[src/rtl/lane_iso_pkg.sv]
package lane_iso_pkg;

   typedef enum logic [1:0] {
      ST_IDLE = 2'd0,
      ST_MEAS = 2'd1,
      ST_SEEK = 2'd2
   } loc_state_e;

   function automatic int unsigned ones(input logic [31:0] v);
      int unsigned n;
      n = 0;
      for (int i = 0; i < 32; i++) n += int'(v[i]);
      return n;
   endfunction

endpackage

[src/rtl/fail_tally.sv]
module fail_tally #(
   parameter int K = 8,
   parameter int T = 2
) (
   input  logic clk,
   input  logic rst_n,
   input  logic clr,
   input  logic en,
   input  logic syn,
   output logic last,
   output logic verdict
);
   localparam int XW = (K > 1) ? $clog2(K) : 1;

   logic [XW-1:0] xfer;

   assign last = en && (xfer == XW'(K - 1));

   always_ff @(posedge clk) begin
      if (!rst_n)          xfer <= '0;
      else if (clr || last) xfer <= '0;
      else if (en)          xfer <= xfer + 1'b1;
   end

   // the transfer count moves only on an accepted transfer
   a_r2_count_on_valid: assert property (@(posedge clk) disable iff (!rst_n)
      (!en && !clr) |=> $stable(xfer));

   generate
      if (T == 1) begin : g_flag
         logic seen;
         always_ff @(posedge clk) begin
            if (!rst_n)           seen <= 1'b0;
            else if (clr || last) seen <= 1'b0;
            else if (en && syn)   seen <= 1'b1;
         end
         assign verdict = seen | (en & syn);
      end else begin : g_cnt
         localparam int FW = $clog2(T + 1);
         logic [FW-1:0] fcnt;
         always_ff @(posedge clk) begin
            if (!rst_n)                                fcnt <= '0;
            else if (clr || last)                      fcnt <= '0;
            else if (en && syn && (fcnt < FW'(T)))     fcnt <= fcnt + 1'b1;
         end
         assign verdict = ({1'b0, fcnt} + (FW + 1)'(en & syn)) >= (FW + 1)'(T);

         // the failure count saturates at the threshold
         a_r4_fail_saturates: assert property (@(posedge clk) disable iff (!rst_n)
            fcnt <= FW'(T));
      end
   endgenerate

endmodule

[src/rtl/iso_walker.sv]
module iso_walker #(
   parameter int N = 6,
   parameter int R = 2
) (
   input  logic         clk,
   input  logic         rst_n,
   input  logic         restart,
   input  logic         advance,
   output logic [N-1:0] cand,
   output logic         ready,
   output logic         exhausted
);
   localparam int RW = $clog2(R + 1) + 1;

   logic [N:0]    scan;
   logic [RW-1:0] pass;
   logic          seeking;

   always_ff @(posedge clk) begin
      if (!rst_n) begin
         cand      <= '0;
         ready     <= 1'b0;
         exhausted <= 1'b0;
         seeking   <= 1'b0;
         scan      <= '0;
         pass      <= '0;
      end else if (restart) begin
         cand      <= '0;
         ready     <= 1'b1;
         exhausted <= 1'b0;
         seeking   <= 1'b0;
         scan      <= '0;
         pass      <= '0;
      end else if (advance) begin
         ready   <= 1'b0;
         seeking <= 1'b1;
         if (pass == '0) begin
            pass <= RW'(1);
            scan <= (N + 1)'(1);
         end else begin
            scan <= {1'b0, cand} + 1'b1;
         end
      end else if (seeking) begin
         if (scan[N]) begin
            if (int'(pass) == R) begin
               exhausted <= 1'b1;
               seeking   <= 1'b0;
            end else begin
               pass <= pass + 1'b1;
               scan <= (N + 1)'(1);
            end
         end else if (lane_iso_pkg::ones(32'(scan)) == 32'(pass)) begin
            cand    <= scan[N-1:0];
            ready   <= 1'b1;
            seeking <= 1'b0;
         end else begin
            scan <= scan + 1'b1;
         end
      end
   end

   // a presented candidate never isolates more than R lanes
   a_r3_popcount_limit: assert property (@(posedge clk) disable iff (!rst_n)
      ready |-> ($countones(cand) <= R));

   // a new candidate is larger in set-bit count, or numerically within one count
   a_r3_order: assert property (@(posedge clk) disable iff (!rst_n)
      (ready && !$past(ready) && !$past(restart) && $past(rst_n)) |->
         (($countones(cand) > $countones($past(cand))) ||
          (($countones(cand) == $countones($past(cand))) && (cand > $past(cand)))));

endmodule

[src/rtl/online_lane_locator.sv]
module online_lane_locator #(
   parameter int M = 4,
   parameter int R = 2,
   parameter int K = 8,
   parameter int T = 2
) (
   input  logic           clk,
   input  logic           rst_n,
   input  logic           start,
   input  logic           xfer_valid,
   input  logic           parity_err,
   output logic [M+R-1:0] iso_mask,
   output logic [M+R-1:0] fault_idx,
   output logic           done,
   output logic           uncorrectable
);
   import lane_iso_pkg::*;

   localparam int N = M + R;

   generate
      if (K < 3) begin : g_bad_k
         $error("online_lane_locator: K must exceed 2");
      end
      if (T < 1 || T > K) begin : g_bad_t
         $error("online_lane_locator: T must lie in 1..K");
      end
      if (M < 1 || R < 1 || N > 16) begin : g_bad_lanes
         $error("online_lane_locator: need M>=1, R>=1, M+R<=16");
      end
   endgenerate

   loc_state_e   state;
   logic         base_fail;
   logic [N-1:0] hold_mask;

   logic [N-1:0] w_cand;
   logic         w_ready, w_exhausted, w_advance;
   logic         t_en, t_last, t_verdict, found;

   assign t_en      = (state == ST_MEAS) && xfer_valid && !start;
   assign found     = (w_cand != '0) && base_fail && !t_verdict;
   assign w_advance = (state == ST_MEAS) && t_last && !found && !start;

   iso_walker #(.N(N), .R(R)) u_walker (
      .clk       (clk),
      .rst_n     (rst_n),
      .restart   (start),
      .advance   (w_advance),
      .cand      (w_cand),
      .ready     (w_ready),
      .exhausted (w_exhausted)
   );

   fail_tally #(.K(K), .T(T)) u_tally (
      .clk     (clk),
      .rst_n   (rst_n),
      .clr     (start),
      .en      (t_en),
      .syn     (parity_err),
      .last    (t_last),
      .verdict (t_verdict)
   );

   always_ff @(posedge clk) begin
      if (!rst_n) begin
         state         <= ST_IDLE;
         base_fail     <= 1'b0;
         hold_mask     <= '0;
         fault_idx     <= '0;
         done          <= 1'b0;
         uncorrectable <= 1'b0;
      end else if (start) begin
         state         <= ST_MEAS;
         base_fail     <= 1'b0;
         hold_mask     <= '0;
         fault_idx     <= '0;
         done          <= 1'b0;
         uncorrectable <= 1'b0;
      end else begin
         unique case (state)
            ST_MEAS: begin
               if (t_last) begin
                  if (w_cand == '0) begin
                     base_fail <= t_verdict;
                     state     <= ST_SEEK;
                  end else if (found) begin
                     fault_idx <= w_cand;
                     hold_mask <= w_cand;
                     done      <= 1'b1;
                     state     <= ST_IDLE;
                  end else begin
                     state <= ST_SEEK;
                  end
               end
            end
            ST_SEEK: begin
               if (w_exhausted) begin
                  done          <= 1'b1;
                  uncorrectable <= base_fail;
                  hold_mask     <= '0;
                  state         <= ST_IDLE;
               end else if (w_ready) begin
                  state <= ST_MEAS;
               end
            end
            default: state <= ST_IDLE;
         endcase
      end
   end

   assign iso_mask = (state == ST_IDLE) ? hold_mask : w_cand;

   // a start always returns to the baseline with cleared results
   a_r1_start_baseline: assert property (@(posedge clk) disable iff (!rst_n)
      start |=> (iso_mask == '0) && !done && (fault_idx == '0));

   // a located fault stays applied as the repair mask
   a_r5_repair_held: assert property (@(posedge clk) disable iff (!rst_n)
      (done && (fault_idx != '0)) |-> ((iso_mask == fault_idx) && !uncorrectable));

   // an uncorrectable outcome carries no fault index and no isolation
   a_r6_uncorr_clean: assert property (@(posedge clk) disable iff (!rst_n)
      uncorrectable |-> (done && (fault_idx == '0) && (iso_mask == '0)));

   // results hold until the next start
   a_r9_result_hold: assert property (@(posedge clk) disable iff (!rst_n)
      (done && !start) |=> (done && $stable(fault_idx) && $stable(uncorrectable)));

endmodule

[config.mk]
export PLATFORM = sky130hd
export DESIGN_NAME = online_lane_locator
export DESIGN_NICKNAME = d
export VERILOG_FILES = /design/src/rtl/lane_iso_pkg.sv /design/src/rtl/fail_tally.sv /design/src/rtl/iso_walker.sv /design/src/rtl/online_lane_locator.sv
export SDC_FILE = /design/constraint.sdc
export NUM_CORES = 1
export LEC_CHECK = 0
export ABC_CLOCK_PERIOD_IN_PS = 11200
export CAP_MARGIN = 10
export CORE_MARGIN = 2
export CORE_UTILIZATION = 55
export DETAILED_ROUTE_END_ITERATION = 10
export DONT_BUFFER_PORTS = 1
export PLACE_DENSITY = 0.7
export RECOVER_POWER = 50
export SYNTH_ARGS = -nofsm -noshare
export SYNTH_HDL_FRONTEND = slang
export SYNTH_SLANG_ARGS = --single-unit
[constraint.sdc]
create_clock -name clk -period 11.2 [get_ports clk]
set_input_delay 1.68 -clock clk [delete_from_list [all_inputs] [get_ports clk]]
set_output_delay 1.68 -clock clk [all_outputs]
set_load 0.02 [all_outputs]
==> results.txt <==
----------------------------------------------------
[Outcome]
  Run status ... finished, final reports clean

[Drt]
  Count of vias placed by the detailed router ... 1724
  Met2 WL post-DR ... 1.97 mm
  Top Layer Used ... met4
  Violation count after the first detailed-routing iteration ... 126
  ANT nets after route ... 0
  Met3 WL post-DR ... 180 um
  Post-detailed-routing wire length ... 4.59 mm
  Routed len/inst ... 15.6 um
  Via density per instance ... 5.86
  Final routed DRC violation total ... 0
  Count of TritonRoute iterations in the first routing pass ... 4
  Post-route met1 wirelength ... 2.37 mm

[Global routing]
  Global-route wire length before repair ... 7.27 mm
  Vias in the first global route ... 1520
  Overflow left after global routing ... 0
  Overall fraction of global-route tracks in use ... 0.210
  Initial antenna violation count ... 0
  Maximum number of pins on one net before global-route repair ... 26

[Logic synthesis]
  Post-synthesis instance area ... 2250 um2
  Count of synthesis-stage warnings from yosys ... 0
  Number of enable flip-flop cells after synthesis ... 0
  Most frequently used flop master after synthesis ... sky130_fd_sc_hd__dfxtp_1
  Net Count, Synth ... 270
  FF+latch count, synth ... 41
  FFs w/ async S/R, synth ... 0
  Synthesized instance count ... 248
  Seq/Total Area, Yosys ... 0.364
  Average footprint of a synthesized cell ... 9.08 um2
  Count of distinct cell types in the synthesized netlist ... 52

[Clock network]
  TritonCTS clock tree ... yes
  Clk Latency, worst-skew pair ... 0.30 ns
  Number of buffers created by CTS ... 5
  Post-CTS Hold Fix Bufs ... 0
  Depth of the CTS H-tree ... 2
  # resized after CTS ... 0
  TritonCTS sink count ... 41
  Post-CTS Repair Setup Buffers ... 0
  CTS max path bufs ... 2
  Post-CTS clock slew at the launch and capture registers of the worst setup and hold paths ... 0.08 ns
  Clk Tree Root Cell ... sky130_fd_sc_hd__clkbuf_8

[STA]
  Maximum clock frequency ... 254 MHz
  Worst-Margin Slew ... 0.988 ns
  Relative slew margins ... 0.342
  Count of final max-slew check failures ... 0
  Min Hold Slack ... 0.461 ns
  Total Negative Setup Slacks ... 0 ns
  Worst setup margin ... 7.27 ns
  Max Clock Skew ... 0.00864 ns
  Unrepaired setup endpoints after global routing ... false
  Post-layout min period ... 3.93 ns
  Final Setup Violations ... 0
  Final cycle utilization of the critical path ... 0.351
  Count of final hold-check violations ... 0

[Die]
  Horizontal die dimension ... 68.0 um
  Count of boundary I/O pins ... 19
  Starting density of the core ... 0.567
  Die area ... 4620 um2
  Die Y ... 68.0 um
  Core outline area ... 3970 um2
  Total number of placement rows ... 23

[Final layout]
  Design area ... 2340 um2
  Number of cells in the finished layout apart from fillers ... 294
  Share of layout cells above drive strength 1 ... 0.0779
  Number of antenna cells inserted ... 0
  Final layout net count ... 265
  End-of-flow core utilization ... 0.589
  Synthesis-to-finish area growth ... 3.83%
  Number of inserted filler cells in the final layout ... 374
  Combined flip-flop and latch cell area ... 821 um2
  Area used by multi-input combinational logic ... 1280 um2

[Placed design]
  Count of port buffers added during placement ... 0
  Post-placement setup slack ... 7.36 ns
  Placed wire-length estimate after detailed placement ... 3.19 mm
  Placed Instances ... 286
  Placer congestion estimate ... 0.851
  Dpl cell area ... 2260 um2

[Job]
  Max-capacitance violation count ... 0

[Worst setup path]
  Data required time at the worst endpoint ... 11.40 ns
  Category of the most critical setup path ... flop to flop
  CP Capture Type ... flop
  Kind of start point of the critical path ... flop
  Critical path fanouts, max ... 9
  Crit path arrival time ... 4.13 ns

[Pwr]
  Peak supply drop ... 0.0516 mV
  Lkg Pwr ... 0.878 nW
  Power per standard cell area ... 110 nW/um2
  Total Power Consumption ... 257 uW

[Hold path]
  Hold crit path type ... flop to flop

----------------------------------------------------
-- synthesized netlist by cell type, types with 2 or more instances --
cell	n	area share
sky130_fd_sc_hd__nand3b_1	3	0.010
sky130_fd_sc_hd__a32o_1	10	0.044
sky130_fd_sc_hd__a21oi_1	13	0.029
sky130_fd_sc_hd__nand2b_1	6	0.017
sky130_fd_sc_hd__nand2_1	15	0.025
sky130_fd_sc_hd__and3_1	3	0.0083
sky130_fd_sc_hd__fa_1	3	0.027
sky130_fd_sc_hd__a31o_2	2	0.0078
sky130_fd_sc_hd__o32ai_1	3	0.012
sky130_fd_sc_hd__or3_1	2	0.0056
sky130_fd_sc_hd__nor2b_1	3	0.0083
sky130_fd_sc_hd__dfxtp_1	41	0.36
sky130_fd_sc_hd__inv_1	18	0.030
sky130_fd_sc_hd__o21ai_0	11	0.024
sky130_fd_sc_hd__o21a_1	2	0.0067
sky130_fd_sc_hd__nor2_1	24	0.040
sky130_fd_sc_hd__xor2_1	3	0.012
sky130_fd_sc_hd__ha_1	14	0.078
sky130_fd_sc_hd__nor4_1	2	0.0056
sky130_fd_sc_hd__xnor2_1	4	0.016
sky130_fd_sc_hd__nor3_1	2	0.0044
sky130_fd_sc_hd__mux2i_1	12	0.053
sky130_fd_sc_hd__clkbuf_1	6	0.010
sky130_fd_sc_hd__buf_2	6	0.013
sky130_fd_sc_hd__nand4_1	2	0.0056
sky130_fd_sc_hd__nand3_1	9	0.020
sky130_fd_sc_hd__mux2_2	4	0.020
-- kinds of logic (layout without fill, tap and decap cells) --
logic type               after synthesis  in the layout  synth area share
buffers and inverters                 31             27            0.0583
AND/OR/NAND/NOR                       81             81             0.189
XOR/XNOR                               7              7            0.0272
adder cells (fa/ha/maj)               17             17             0.104
flip-flops                            41             41             0.364
AO/OA/AOI/OAI                         55             55             0.183
multiplexers                          16             16            0.0733
-- cell usage in the layout (no fill, tap or decap), drive strengths merged, types with 4 or more instances in the layout --
master / count
a21oi: 13
a32o: 10
clkbuf: 6
dfxtp: 41
ha: 14
inv: 18
mux2: 4
mux2i: 12
nand2: 16
nand2b: 6
nand3: 9
nor2: 25
o21ai: 12
xnor2: 4
-- power breakdown --
group	internal (mW)	switching (mW)
clock	0.0500	0.0534
combinational	0.00237	0.00512
sequential	0.146	0.000382
-- worst max-delay path, stage by stage (launching register included) --
cell and delay [ns]:
sky130_fd_sc_hd__dfxtp_1 0.41, sky130_fd_sc_hd__ha_1 0.25, sky130_fd_sc_hd__inv_1 0.08, sky130_fd_sc_hd__fa_1 0.43, sky130_fd_sc_hd__fa_1 0.45, sky130_fd_sc_hd__inv_1 0.07
sky130_fd_sc_hd__ha_1 0.15, sky130_fd_sc_hd__inv_1 0.05, sky130_fd_sc_hd__fa_1 0.38, sky130_fd_sc_hd__xnor2_1 0.16, sky130_fd_sc_hd__or2_4 0.25, sky130_fd_sc_hd__a211oi_4 0.35
sky130_fd_sc_hd__or3_1 0.34, sky130_fd_sc_hd__o21ai_0 0.15, sky130_fd_sc_hd__a32o_1 0.28
-- layer usage --
metal,global-route usage,vias to the layer above
met5,0,-
met4,0.0825,0
met3,0.0362,6
met2,0.303,39
met1,0.308,806
li1,-,873
-- sequential cells by signal (all words and copies together), names as in the netlist --
register and cells:
u_walker.ready 1, u_walker.pass 3, u_walker.cand 6, done 1
hold_mask 6, u_walker.exhausted 1, u_tally.g_cnt.fcnt 2, uncorrectable 1
state 2, base_fail 1, u_walker.scan 7, fault_idx 6
u_walker.seeking 1, u_tally.xfer 3
-- final timing paths --
check / start / endpoint / slack, ns / cells after the start
max: u_walker.scan[0] / u_walker.scan[5] / 7.27 / 14
min: u_tally.xfer[2] / u_tally.xfer[2] / 0.46 / 2
max reg2reg: u_walker.scan[0] / u_walker.scan[5] / 7.27 / 14
min reg2reg: u_tally.xfer[2] / u_tally.xfer[2] / 0.46 / 2
-- cell type report --
cell class / count / share of cell area
Sequential cell: 41 / 0.351
Inverter: 18 / 0.0289
Clock buffer: 6 / 0.0353
Clock inverter: 2 / 0.00589
Multi-Input combinational cell: 176 / 0.549
Tap cell: 50 / 0.0268
Timing Repair Buffer: 1 / 0.00321
No activity file was read; power rests on OpenSTA's default activity.
